$ cat config.mk
export PLATFORM = sky130hd
export DESIGN_NAME = nvm_bus_emu
export DESIGN_NICKNAME = d
export VERILOG_FILES = /design/src/rtl/nvm_emu_pkg.sv /design/src/rtl/nvm_sync.sv /design/src/rtl/nvm_por_timer.sv /design/src/rtl/nvm_wr_ctrl.sv /design/src/rtl/nvm_array.sv /design/src/rtl/nvm_bus_emu.sv
export SDC_FILE = /design/constraint.sdc
export NUM_CORES = 1
export LEC_CHECK = 0
export BUFFER_PORTS_ARGS = -buffer_cell sky130_fd_sc_hd__buf_2
export CAP_MARGIN = 20
export CORE_AREA = 8 8 236 238
export CTS_CLUSTER_DIAMETER = 200
export CTS_CLUSTER_SIZE = 12
export DETAILED_ROUTE_END_ITERATION = 16
export DIE_AREA = 0 0 244 246
export SETUP_SLACK_MARGIN = 0.1
export SYNTH_ARGS = -nofsm -noshare
export SYNTH_HDL_FRONTEND = slang
export SYNTH_SLANG_ARGS = --single-unit
$ cat constraint.sdc
create_clock -name clk_i -period 2.75 [get_ports clk_i]
set_clock_uncertainty 0.05 [all_clocks]
set_input_delay 0.1375 -clock clk_i [delete_from_list [all_inputs] [get_ports clk_i]]
set_output_delay 0.1375 -clock clk_i [all_outputs]
set_load 0.05 [all_outputs]
$ cat src/rtl/nvm_emu_pkg.sv
package nvm_emu_pkg;
  localparam int unsigned DW = 8;

  typedef enum logic [1:0] {
    ST_IDLE  = 2'd0,
    ST_ARMED = 2'd1,
    ST_PROG  = 2'd2
  } wr_state_e;

  // polling word: msb inverted, rest forced low
  function automatic logic [DW-1:0] poll_word(input logic [DW-1:0] d);
    logic [DW-1:0] w;
    w = '0;
    w[DW-1] = ~d[DW-1];
    return w;
  endfunction
endpackage

$ cat src/rtl/nvm_sync.sv
module nvm_sync #(
  parameter int unsigned W       = 3,
  parameter logic [W-1:0] RST_VAL = '1
) (
  input  logic         clk_i,
  input  logic         rst_ni,
  input  logic [W-1:0] d_i,
  output logic [W-1:0] q_o
);
  for (genvar i = 0; i < W; i++) begin : g_bit
    logic s1, s2;
    always_ff @(posedge clk_i or negedge rst_ni) begin
      if (!rst_ni) begin
        s1 <= RST_VAL[i];
        s2 <= RST_VAL[i];
      end else begin
        s1 <= d_i[i];
        s2 <= s1;
      end
    end
    assign q_o[i] = s2;
  end
endmodule

$ cat src/rtl/nvm_por_timer.sv
module nvm_por_timer #(
  parameter int unsigned POR_CYCLES = 128
) (
  input  logic clk_i,
  input  logic rst_ni,
  input  logic supply_ok_i,
  output logic lock_o
);
  localparam int unsigned CW = $clog2(POR_CYCLES + 1);

  logic [CW-1:0] cnt;

  always_ff @(posedge clk_i or negedge rst_ni) begin
    if (!rst_ni)           cnt <= CW'(POR_CYCLES);
    else if (!supply_ok_i) cnt <= CW'(POR_CYCLES);
    else if (cnt != '0)    cnt <= cnt - 1'b1;
  end

  assign lock_o = (cnt != '0);

  a_r8_relock: assert property (@(posedge clk_i) disable iff (!rst_ni)
    !supply_ok_i |=> lock_o);
endmodule

$ cat src/rtl/nvm_wr_ctrl.sv
module nvm_wr_ctrl
  import nvm_emu_pkg::*;
#(
  parameter int unsigned ADDR_W    = 6,
  parameter int unsigned WR_CYCLES = 64
) (
  input  logic              clk_i,
  input  logic              rst_ni,
  input  logic              ce_s_i,
  input  logic              oe_s_i,
  input  logic              we_s_i,
  input  logic              supply_ok_i,
  input  logic              lock_i,
  input  logic [ADDR_W-1:0] addr_i,
  input  logic [DW-1:0]     data_i,
  output logic              busy_o,
  output logic              arr_we_o,
  output logic [ADDR_W-1:0] arr_addr_o,
  output logic [DW-1:0]     arr_wdata_o,
  output logic [DW-1:0]     poll_src_o
);
  localparam int unsigned CW = $clog2(WR_CYCLES + 1);

  wr_state_e         state;
  logic [CW-1:0]     cnt;
  logic [ADDR_W-1:0] addr_q;
  logic [DW-1:0]     data_q;
  logic              wr_prev;
  logic              wr_act, wr_rise, wr_fall, allow;

  assign wr_act  = ~ce_s_i & ~we_s_i;
  assign wr_rise = wr_act & ~wr_prev;
  assign wr_fall = ~wr_act & wr_prev;
  assign allow   = oe_s_i & supply_ok_i & ~lock_i;

  always_ff @(posedge clk_i or negedge rst_ni) begin
    if (!rst_ni) begin
      state   <= ST_IDLE;
      cnt     <= '0;
      addr_q  <= '0;
      data_q  <= '0;
      wr_prev <= 1'b0;
    end else begin
      wr_prev <= wr_act;
      unique case (state)
        ST_IDLE: if (wr_rise && allow) begin
          state  <= ST_ARMED;
          addr_q <= addr_i;
        end
        ST_ARMED: begin
          if (!supply_ok_i) state <= ST_IDLE;
          else if (wr_fall) begin
            state  <= ST_PROG;
            data_q <= data_i;
            cnt    <= CW'(WR_CYCLES - 1);
          end
        end
        ST_PROG: begin
          if (cnt == '0) state <= ST_IDLE;
          else           cnt   <= cnt - 1'b1;
        end
        default: state <= ST_IDLE;
      endcase
    end
  end

  // clear at cycle entry, program at cycle end
  assign arr_we_o    = ((state == ST_ARMED) && supply_ok_i && wr_fall) ||
                       ((state == ST_PROG) && (cnt == '0));
  assign arr_addr_o  = addr_q;
  assign arr_wdata_o = (state == ST_PROG) ? data_q : '0;
  assign busy_o      = (state == ST_PROG);
  assign poll_src_o  = data_q;

  a_r10_no_rearm: assert property (@(posedge clk_i) disable iff (!rst_ni)
    (state == ST_PROG) |=> (state != ST_ARMED));
  a_r7_supply_gate: assert property (@(posedge clk_i) disable iff (!rst_ni)
    (state == ST_IDLE && !supply_ok_i) |=> (state == ST_IDLE));
  a_r8_lock_gate: assert property (@(posedge clk_i) disable iff (!rst_ni)
    (state == ST_IDLE && lock_i) |=> (state == ST_IDLE));
  a_r9_oe_gate: assert property (@(posedge clk_i) disable iff (!rst_ni)
    (state == ST_IDLE && !oe_s_i) |=> (state == ST_IDLE));
  a_r3_commit_in_cycle: assert property (@(posedge clk_i) disable iff (!rst_ni)
    arr_we_o |-> (state != ST_IDLE));
  a_r5_full_length: assert property (@(posedge clk_i) disable iff (!rst_ni)
    $fell(busy_o) |-> ($past(cnt) == '0));
endmodule

$ cat src/rtl/nvm_array.sv
module nvm_array
  import nvm_emu_pkg::*;
#(
  parameter int unsigned ADDR_W = 6
) (
  input  logic              clk_i,
  input  logic              rst_ni,
  input  logic              we_i,
  input  logic [ADDR_W-1:0] waddr_i,
  input  logic [DW-1:0]     wdata_i,
  input  logic [ADDR_W-1:0] raddr_i,
  output logic [DW-1:0]     rdata_o
);
  localparam int unsigned DEPTH = 1 << ADDR_W;

  logic [DW-1:0] mem [DEPTH];

  for (genvar i = 0; i < DEPTH; i++) begin : g_word
    always_ff @(posedge clk_i or negedge rst_ni) begin
      if (!rst_ni)                                   mem[i] <= '0;
      else if (we_i && (waddr_i == ADDR_W'(i)))      mem[i] <= wdata_i;
    end
  end

  assign rdata_o = mem[raddr_i];
endmodule

$ cat src/rtl/nvm_bus_emu.sv
module nvm_bus_emu
  import nvm_emu_pkg::*;
#(
  parameter int unsigned ADDR_W     = 6,
  parameter int unsigned WR_CYCLES  = 64,
  parameter int unsigned POR_CYCLES = 128
) (
  input  logic              clk_i,
  input  logic              rst_ni,
  input  logic              supply_ok_i,
  input  logic              ce_ni,
  input  logic              oe_ni,
  input  logic              we_ni,
  input  logic [ADDR_W-1:0] addr_i,
  input  logic [DW-1:0]     data_i,
  output logic [DW-1:0]     data_o,
  output logic              data_oe_o,
  output logic              ready_o
);
  logic [2:0]        strb_s;
  logic              ce_s, oe_s, we_s;
  logic              lock, busy, arr_we;
  logic [ADDR_W-1:0] arr_addr;
  logic [DW-1:0]     arr_wdata, rdata, poll_src;

  nvm_sync #(.W(3), .RST_VAL(3'b111)) i_sync (
    .clk_i, .rst_ni,
    .d_i ({ce_ni, oe_ni, we_ni}),
    .q_o (strb_s)
  );
  assign {ce_s, oe_s, we_s} = strb_s;

  nvm_por_timer #(.POR_CYCLES(POR_CYCLES)) i_por (
    .clk_i, .rst_ni, .supply_ok_i, .lock_o(lock)
  );

  nvm_wr_ctrl #(.ADDR_W(ADDR_W), .WR_CYCLES(WR_CYCLES)) i_ctrl (
    .clk_i, .rst_ni,
    .ce_s_i(ce_s), .oe_s_i(oe_s), .we_s_i(we_s),
    .supply_ok_i, .lock_i(lock),
    .addr_i, .data_i,
    .busy_o(busy), .arr_we_o(arr_we), .arr_addr_o(arr_addr),
    .arr_wdata_o(arr_wdata), .poll_src_o(poll_src)
  );

  nvm_array #(.ADDR_W(ADDR_W)) i_array (
    .clk_i, .rst_ni,
    .we_i(arr_we), .waddr_i(arr_addr), .wdata_i(arr_wdata),
    .raddr_i(addr_i), .rdata_o(rdata)
  );

  assign data_oe_o = ~ce_s & ~oe_s & we_s;
  assign data_o    = busy ? poll_word(poll_src) : rdata;
  assign ready_o   = ~busy;

  a_r6_poll_low_bits: assert property (@(posedge clk_i) disable iff (!rst_ni)
    (!ready_o && data_oe_o) |-> (data_o[DW-2:0] == '0));
  a_r5_array_only_in_write: assert property (@(posedge clk_i) disable iff (!rst_ni)
    (arr_we && arr_wdata != '0) |-> !ready_o);
endmodule

### Word-level counts from Yosys, hierarchy flattened

Index checks and enable logic that the tools add are counted.

| word-level totals | value |
|---|---|
| word-level logic and storage cells | 261 |
| bits of input ports | 20 |
| bits in registers | 550 |

| cells by class | value |
|---|---|
| bitwise gates (word level) | 16 |
| reduce and logical (&&, ||, !) cells | 78 |
| add/sub/neg operators | 2 |
| eq/ne operators | 72 |
| multiplexer cells | 16 |
| magnitude comparators | 1 |

Operators with widths:

| cell | count |
|---|---|
| 6-bit == test, second input constant | 32 |
| 6-bit by 5-bit == test with 1-bit output, second input constant | 16 |
| 1-bit logical AND | 68 |
| 8-bit binary-select mux with 6-bit select | 1 |
| 6-bit by 4-bit == test with 1-bit output, second input constant | 8 |
| 8-bit 2-to-1 mux | 6 |
| 6-bit by 3-bit == test with 1-bit output, second input constant | 4 |
| 7-bit 2-to-1 mux | 3 |
| 7-bit one-hot mux with 2 select lines | 1 |
| 6-bit by 2-bit == test with 1-bit output, second input constant | 2 |
| 2-bit 2-to-1 mux | 4 |
| 2-bit by 1-bit inequality test with 1-bit output, second input constant | 4 |
| 1-bit inverter | 8 |
| 8-bit nonzero test | 1 |
| 8-bit by 1-bit subtractor with 8-bit output, second input constant | 1 |
| 1-bit AND | 7 |
| 7-bit >= comparator, second input constant | 1 |
| 7-bit zero test | 1 |
| 6-bit inverter with 7-bit output | 1 |
| 7-bit by 1-bit subtractor with 7-bit output, second input constant | 1 |
| 6-bit by 1-bit == test with 1-bit output, second input constant | 1 |
| 6-bit zero test | 1 |
| 2-bit one-hot mux with 3 select lines | 1 |
| 3-bit AND reduction | 2 |
| 9 further kinds | 10 |

### Logic depth before layout (Yosys ltp)

Gate-level depths: netlist of the first run.

| depth | value |
|---|---|
| depth in word-level cells | 7 |
| gate-level depth with buffers | 9 |
| gate-level depth less buffers | 6 |

### By module

A second synthesis of the first run with hierarchy kept.

| second synthesis, totals | value |
|---|---|
| cell total of the unflattened synthesis | 1675 |
| area total of the unflattened synthesis | 25458.2 um^2 |

Modules (own cells, without submodules):

| module | cells each | instances | seq. area each (um^2) | area each (um^2) |
|---|---|---|---|---|
| nvm_array | 1509 | 1 | 12812.3 | 23572.6 |
| nvm_wr_ctrl | 98 | 1 | 600.6 | 1158.6 |
| nvm_por_timer | 48 | 1 | 201.4 | 471.7 |
| nvm_sync | 9 | 1 | 157.7 | 180.2 |
| nvm_bus_emu | 11 | 1 | 0.0 | 75.1 |

### Worst setup path after synthesis of the first run

No wires, ideal clock.

| timing | value |
|---|---|
| path kind | in2out |
| start point | input addr_i[0] |
| end point | output data_o[2] |
| required time | 2.562 ns |
| setup slack | 0.368 ns |
| buffers on the path | 3 |
| stages on the path | 7 |
| arrival | 2.195 ns |
| path through | clkbuf_1 buf_2 buf_2 mux4_2 mux2_2 o211ai_1 nand3_1 |

| on the way | value |
|---|---|
| word-level cells in the longest chain between the ends | 5 |

RTL lines:

| what | line | RTL |
|---|---|---|
| start, declared | nvm_bus_emu.sv:14 | `input logic [ADDR_W-1:0] addr_i,` |
| 6-bit inverter with 7-bit output (implied by the code) | nvm_array.sv:25 | `assign rdata_o = mem[raddr_i];` |
| 8-bit binary-select mux with 6-bit select | nvm_array.sv:25 |  |
| 8-bit 2-to-1 mux (implied by the code) (2 in a row) | nvm_array.sv:25 |  |
| 8-bit 2-to-1 mux | nvm_bus_emu.sv:53 | `assign data_o = busy ? poll_word(poll_src) : rdata;` |
| end, declared | nvm_bus_emu.sv:16 | `output logic [DW-1:0] data_o,` |

No other way between the ends. The select of a mux whose other input is x is not followed.

### Final worst setup path of the first run

| timing | value |
|---|---|
| start point | register i_array.mem[87] (netlist name) |
| end point | output data_o[7] |

| on the way | value |
|---|---|
| word-level cells in the longest chain between the ends | 4 |

RTL lines:

| what | line | RTL |
|---|---|---|
| start, declared | nvm_array.sv:16 | `logic [DW-1:0] mem [DEPTH];` |
| start signal, assigned by index | nvm_array.sv:21 | `else if (we_i && (waddr_i == ADDR_W'(i))) mem[i] <= wdata_i;` |
| 8-bit binary-select mux with 6-bit select | nvm_array.sv:25 |  |
| 8-bit 2-to-1 mux (implied by the code) (2 in a row) | nvm_array.sv:25 |  |
| 8-bit 2-to-1 mux | nvm_bus_emu.sv:53 |  |

No other way between the ends. The select of a mux whose other input is x is not followed.

==> results_dict.tcl, run 1 <==
set metrics [dict create \
    status "finished, violations left" \
    failed_checks "setup timing" \
    critPathArrivalTime_ns 2.59 \
    r2r_slack_ns 0.23 \
    port_buffers 29 \
    clock_path_buffers 3 \
    routed_wl_um 64500 \
    syn_area_sq_um 25600 \
    final_cells 2434 \
    first_pass_iters 5 \
    grt_pass1_wl_um 100000 \
    grt_use_total 0.218 \
    core_area_sq_um 52000 \
    synth_edf_count 0 \
    max-vdd-ir-drop_v 0.000425 \
    wl_per_cell_um 26.5 \
    grt_pass1_vias 15520 \
    fill_cells 4122 \
    power_mw 16.0 \
    synth_warnings 0 \
    hold_viol_final 0 \
    ys_types 59 \
    max_cap_violations 0 \
    avgSynthCellArea_sq_um 15.6 \
    antenna_found_initial 0 \
    fp.dieH_um 246 \
    cts_buffers 51 \
    drc_errors 0 \
    fmax_mhz 361 \
    drive_above_1_share 0.552 \
    initial_core_util 0.492 \
    syn_inst 1639 \
    startpoint_type "flop" \
    vias_per_cell 5.98 \
    rows 84 \
    htree_levels 2 \
    cts_tree "done" \
    grt_max_degree 74 \
    diodes 0 \
    dp_cells 2353 \
    tightest_slew_ns 1.09 \
    drt_iter0_markers 1020 \
    critPathKind "flop to output port" \
    async_reset_ff_frac 1.00 \
    worst_setup_path_end_kind "output port" \
    finalCriticalPeriod_ns 2.77 \
    syn_to_final_growth_pct 14.1 \
    dpl.hpwl_um 42000 \
    gr-total-overflow 0 \
    crit_path_max_fanout 2 \
    setup_ws_ns -0.0226 \
    ys.flop_type "dfrtp_1" \
    dieWidth_um 244 \
    slew_violations 0 \
    clk_root_buffer_cell "clkbuf_16" \
    synth_seq_cells 550 \
    design.die.area_sq_um 60000 \
    ios 30 \
    num_vias 14547 \
    worst-endpoint-required_ns 2.56 \
    final-setup-viol-count 1 \
    leakage_nw 13.7 \
    synth_seq_area_share 0.538 \
    nNetsFinal 1759 \
    p_per_area_nw_per_um2 547 \
    clk_pin_slew_ns 0.06 \
    syn-num-nets 1663 \
    cts.sinks 550 \
    hold_class "primary input to flop" \
    ant_nets 0 \
    clock_latency_ns 0.59 \
    rsz0062_at_grt "yes" \
    slew_headroom 0.275 \
    globalplace.congestion 0.796 \
    fin_util 0.562 \
    fin_crit_sh 1.01 \
]
-- flip-flops by register name, indices dropped and copies added, names as in the netlist, 2 cells and up --
name	flops
i_ctrl.cnt	7
i_ctrl.state	2
i_array.mem	512
i_sync.g_bit.s1	3
i_por.cnt	8
i_sync.g_bit.s2	3
i_ctrl.arr_addr_o	6
i_ctrl.poll_src_o	8
-- timing repair --
action | 4_1_cts | 5_1_grt
gates cloned | 0 | 1
hold buffers | 15 | 0
setup endpoints to repair | 8 | 40
buffers inserted | 0 | 1
endpoints found under the hold margin | 101 | 0
gates resized for setup | 65 | 23
pin swaps | 14 | 9
-- Yosys cell counts, types with 3 or more instances --
cell | instances | share of area
mux2_1 | 24 | 0.011
buf_4 | 5 | 0.0015
xnor2_1 | 4 | 0.0014
o211ai_4 | 3 | 0.0025
mux4_2 | 138 | 0.12
o211ai_1 | 5 | 0.0015
nand2_1 | 56 | 0.0082
a22oi_1 | 7 | 0.0021
a221oi_1 | 10 | 0.0034
nor4_1 | 4 | 0.00098
ha_1 | 4 | 0.0020
nand2b_1 | 6 | 0.0015
xor2_1 | 4 | 0.0014
mux2_4 | 8 | 0.0047
o21ai_0 | 12 | 0.0023
nor2_2 | 20 | 0.0049
nand4_2 | 6 | 0.0029
nor2_4 | 30 | 0.013
clkbuf_1 | 66 | 0.0097
a211o_1 | 4 | 0.0014
dfrtp_1 | 543 | 0.53
dfstp_2 | 7 | 0.0072
buf_6 | 3 | 0.0013
a31oi_1 | 9 | 0.0022
mux2_2 | 486 | 0.21
buf_2 | 33 | 0.0064
and2_1 | 15 | 0.0037
nand3_4 | 9 | 0.0062
nor2_1 | 7 | 0.0010
buf_1 | 12 | 0.0018
inv_1 | 9 | 0.0013
nor2b_1 | 12 | 0.0029
mux2i_1 | 24 | 0.0094
nand3_1 | 16 | 0.0031
a21oi_1 | 5 | 0.00098
-- final cells by class --
cell class	instances	area [sq um]	share of cell area
tap	688	861	0.0295
inverter	9	33.8	0.00116
timing repair buffer	163	1590	0.0544
multi-input combinational	960	11600	0.397
clock buffer	64	1380	0.0471
sequential	550	13800	0.471
-- per-stage QoR --
stage               worst slack, ns  hold WS [ns]  TNS (ns)  cell area (sq um)
floorplan                     0.368        -0.208         0              25600
global placement             0.0614         0.139         0              27300
detailed placement           0.0457         0.144         0              27300
CTS                         -0.0592        0.0168   -0.0592              29100
global route                -0.0887        0.0362   -0.0887              29200
finish                      -0.0226        0.0747   -0.0226              29200
-- path summary, 6_finish.rpt --
path / from / end / cells past startpoint
worst max-delay path: i_array.mem[87] / data_o[7] / 6
worst min-delay path: addr_i[3] / i_ctrl.arr_addr_o[3] / 2
worst max register to register: i_ctrl.arr_addr_o[2] / i_array.mem[452] / 4
worst min register to register: i_sync.g_bit[0].s1 / i_sync.g_bit[0].s2 / 0
max in group asynchronous: rst_ni / i_array.mem[300] / 3
min in group asynchronous: rst_ni / i_array.mem[413] / 2
-- power breakdown --
group / switching, mW / internal (mW)
sequential: 0.136 / 8.19
combinational: 0.782 / 0.466
clock: 2.96 / 3.45
-- cells by family after synthesis --
kind of cell    Yosys count  synth area share
xor+xnor                  8           0.00274
simple gates            201            0.0552
buf+inv                 129            0.0228
mux                     680             0.360
fa+ha+maj                 4           0.00195
flops                   550             0.538
compound gates           67            0.0200
-- placed cells by master (no fill, tap or decap), drive strengths merged, types with 8 or more instances in the layout --
master and instances:
inv 9, dlygate4sd3 15, nor2b 12, mux2 518
o211ai 8, a31oi 9, mux4 138, clkbuf 65
a221oi 10, o21ai 12, nand3 25, mux2i 24
dfrtp 543, buf 147, and2 15, nand2 57
nor2 57
-- routing by layer --
| layer | track usage | wire (um) | up-vias |
|---|---|---|---|
| li1 | - | - | 6260 |
| met1 | 0.318 | 30100 | 7940 |
| met2 | 0.347 | 30600 | 256 |
| met3 | 0.0317 | 2580 | 91 |
| met4 | 0.0475 | 1270 | 0 |
| met5 | 0 | 0 | - |
-- worst max-delay path, cell delays in order, from the launching register on --
cell,delay [ns]
dfrtp_1,0.39
mux4_2,0.51
mux4_2,0.51
a2bb2oi_2,0.15
nand2_2,0.08
o211ai_1,0.13
buf_4,0.22
Power figures use the tool's default switching activity.
==> run 2, diff against run 1 <==
--- a/config.mk
+++ b/config.mk
@@ -5,13 +5,17 @@
 export SDC_FILE = /design/constraint.sdc
 export NUM_CORES = 1
 export LEC_CHECK = 0
+export ABC_AREA = 1
 export BUFFER_PORTS_ARGS = -buffer_cell sky130_fd_sc_hd__buf_2
 export CAP_MARGIN = 20
-export CORE_AREA = 8 8 236 238
+export CELL_PAD_IN_SITES_DETAIL_PLACEMENT = 1
+export CELL_PAD_IN_SITES_GLOBAL_PLACEMENT = 2
+export CORE_AREA = 8 8 265 267
 export CTS_CLUSTER_DIAMETER = 200
 export CTS_CLUSTER_SIZE = 12
 export DETAILED_ROUTE_END_ITERATION = 16
-export DIE_AREA = 0 0 244 246
+export DIE_AREA = 0 0 273 275
+export PLACE_DENSITY_LB_ADDON = 0.1
 export SETUP_SLACK_MARGIN = 0.1
 export SYNTH_ARGS = -nofsm -noshare
 export SYNTH_HDL_FRONTEND = slang
==> results_dict.tcl, run 2 <==
set metrics [dict create \
    crit_chain "clkbuf_8, buf_12, buf_4, nand2_1, nand3_1, nand3_1, nand2_1, nand2_1, nand3_1, nand3_1, a21oi_1, buf_4, buf_12" \
    syn-num-nets 3164 \
    grt_util_met3 0.0254 \
    nNetsFinal 3123 \
    ios 30 \
    grt_use_total 0.227 \
    synth_edf_count 0 \
    syn_to_final_growth_pct 11.6 \
    synth_top_area_share 0.532 \
    globalplace.congestion 0.799 \
    max-vdd-ir-drop_v 0.000418 \
    rsz0062_at_grt "yes" \
    design_area_sq_um 28500 \
    initial_core_util 0.385 \
    cp-startpoint "addr_i[0]" \
    cp_slowest_cell "buf_12" \
    leakage_nw 12.7 \
    cts_tree "done" \
    grt_pass1_vias 22582 \
    cpMostUsedCell "nand3_1" \
    vias_per_cell 5.39 \
    drt_iter0_markers 1566 \
    fin_crit_sh 0.903 \
    top_register "i_array.mem" \
    first_pass_iters 4 \
    port_buffers 29 \
    met2_usage 0.376 \
    cts_buffers 51 \
    met1_usage 0.316 \
    htree_levels 2 \
    synth_seq_area_share 0.540 \
    clk_root_buffer_cell "clkbuf_16" \
    synth_warnings 0 \
    ant_nets 0 \
    crit_path_max_fanout 83 \
    p_per_area_nw_per_um2 553 \
    clock_latency_ns 0.61 \
    placed_area_sq_um 26900 \
    cts.sinks 550 \
    syn_area_sq_um 25500 \
    setup_ws_ns 0.265 \
    cp_slowest_stage_delay_ns 0.36 \
    busiest_layer "met2" \
    num_vias 21472 \
    endpoint "data_o[1]" \
    yosys-top-cells-area "dfrtp_1, nand2_1, o21ai_0, nand3_1, clkbuf_1" \
    worst_setup_path_end_kind "output port" \
    critPathArrivalTime_ns 2.30 \
    ys_types 36 \
    grt_max_degree 104 \
    hold_class "primary input to asynchronous set/reset pin" \
    final_cells 3982 \
    synth_top_cell_by_area "dfrtp_1" \
    dieWidth_um 273 \
    power_mw 15.7 \
    hold_slack_ns 0.00276 \
    syn_inst 3140 \
    slew_violations 0 \
    design.die.area_sq_um 75100 \
    core_area_sq_um 66300 \
    synth_most_common_cell "nand2_1" \
    antenna_found_initial 0 \
    diodes 0 \
    drc_errors 0 \
    ys.flop_type "dfrtp_1" \
    max_cap_violations 0 \
    rows 95 \
    worst-endpoint-required_ns 2.56 \
    dpl.hpwl_um 53400 \
    r2r_cells 11 \
    layout_common_cells "nand2_1, dfrtp_1, o21ai_0" \
    tightest_slew_ns 0.862 \
    dp_cells 3898 \
    routed_wl_um 84300 \
    fmax_mhz 402 \
    status "complete, no violations" \
    synth_seq_cells 550 \
    final_common_cell "nand2_1" \
    regToRegStartpoint "i_ctrl.cnt[3]" \
    r2r-end "i_array.mem[475]" \
    gr-total-overflow 0 \
    clock_path_buffers 3 \
    avgSynthCellArea_sq_um 8.13 \
    grt_pass1_wl_um 136000 \
    startpoint_type "primary input" \
    slew_headroom 0.423 \
    finalCriticalPeriod_ns 2.48 \
    synth_common_cells "nand2_1, dfrtp_1, o21ai_0, nand3_1, clkbuf_1" \
    pre_cts_slack_ns 0.127 \
    hold_viol_final 0 \
    wl_per_cell_um 21.2 \
    async_reset_ff_frac 1.00 \
    largest_reg_flops 512 \
    clk_pin_slew_ns 0.06 \
    critPathKind "primary input to output port" \
    fp.dieH_um 275 \
    r2r_slack_ns 0.30 \
    final-setup-viol-count 0 \
    drive_above_1_share 0.0917 \
]
## run 2: layout make-up
class	count	area [sq um]
clock buffers	63	1370
fillers	7839	37800
inverters	42	168
multi-input cells	2315	10500
flip-flops and latches	550	13800
well taps	873	1090
repair buffers	139	1570
## run 2: kinds of logic after synthesis
group,count (synthesis),share of synthesized area
buf+inv,275,0.0507
flops,550,0.540
compound gates,550,0.113
simple gates,1761,0.295
fa+ha+maj,4,0.00196
## run 2: repair_timing
action,CTS,global route
resized for setup,0,9
setup endpoints to repair,0,405
hold buffers,13,0
hold endpoints to repair,197,0
setup buffers,0,8
## run 2: metal layers
metal / part of all wire / wire (um)
met1: 0.47 / 39900
met2: 0.47 / 39600
met3: 0.033 / 2820
met4: 0.023 / 1960
met5: 0 / 0
## run 2: how the worst min path moves through the flow
| stage | endpoint | slack, ns |
|---|---|---|
| final | i_array.mem[98] | 0.003 |
| after global routing | i_array.mem[98] | 0.07 |
| after CTS | i_array.mem[98] | 0.03 |
| after detailed placement | i_array.mem[98] | 0.07 |
| after global placement | i_array.mem[98] | 0.08 |
| after floorplan | i_array.mem[0] | -0.21 |
## run 2: worst max-delay path, delay by kind of cell
| family | cells | cell delay (ns) |
|---|---|---|
| compound gates | 1 | 0.18 |
| buf+inv | 5 | 1.15 |
| simple gates | 7 | 0.72 |
## run 2: power by group
group | internal [mW] | total [mW] | switching [mW]
registers | 8.13 | 8.16 | 0.0313
clock network | 3.45 | 6.54 | 3.10
logic | 0.286 | 1.04 | 0.757
total | 11.9 | 15.7 | 3.89
## run 2: per-stage QoR
step | setup TNS, ns | util
2_1_floorplan | 0 | -
3_3_place_gp | 0 | 0.405
3_5_place_dp | 0 | 0.405
4_1_cts | 0 | 0.428
5_1_grt | -0.107 | 0.430
6_report | 0 | 0.430
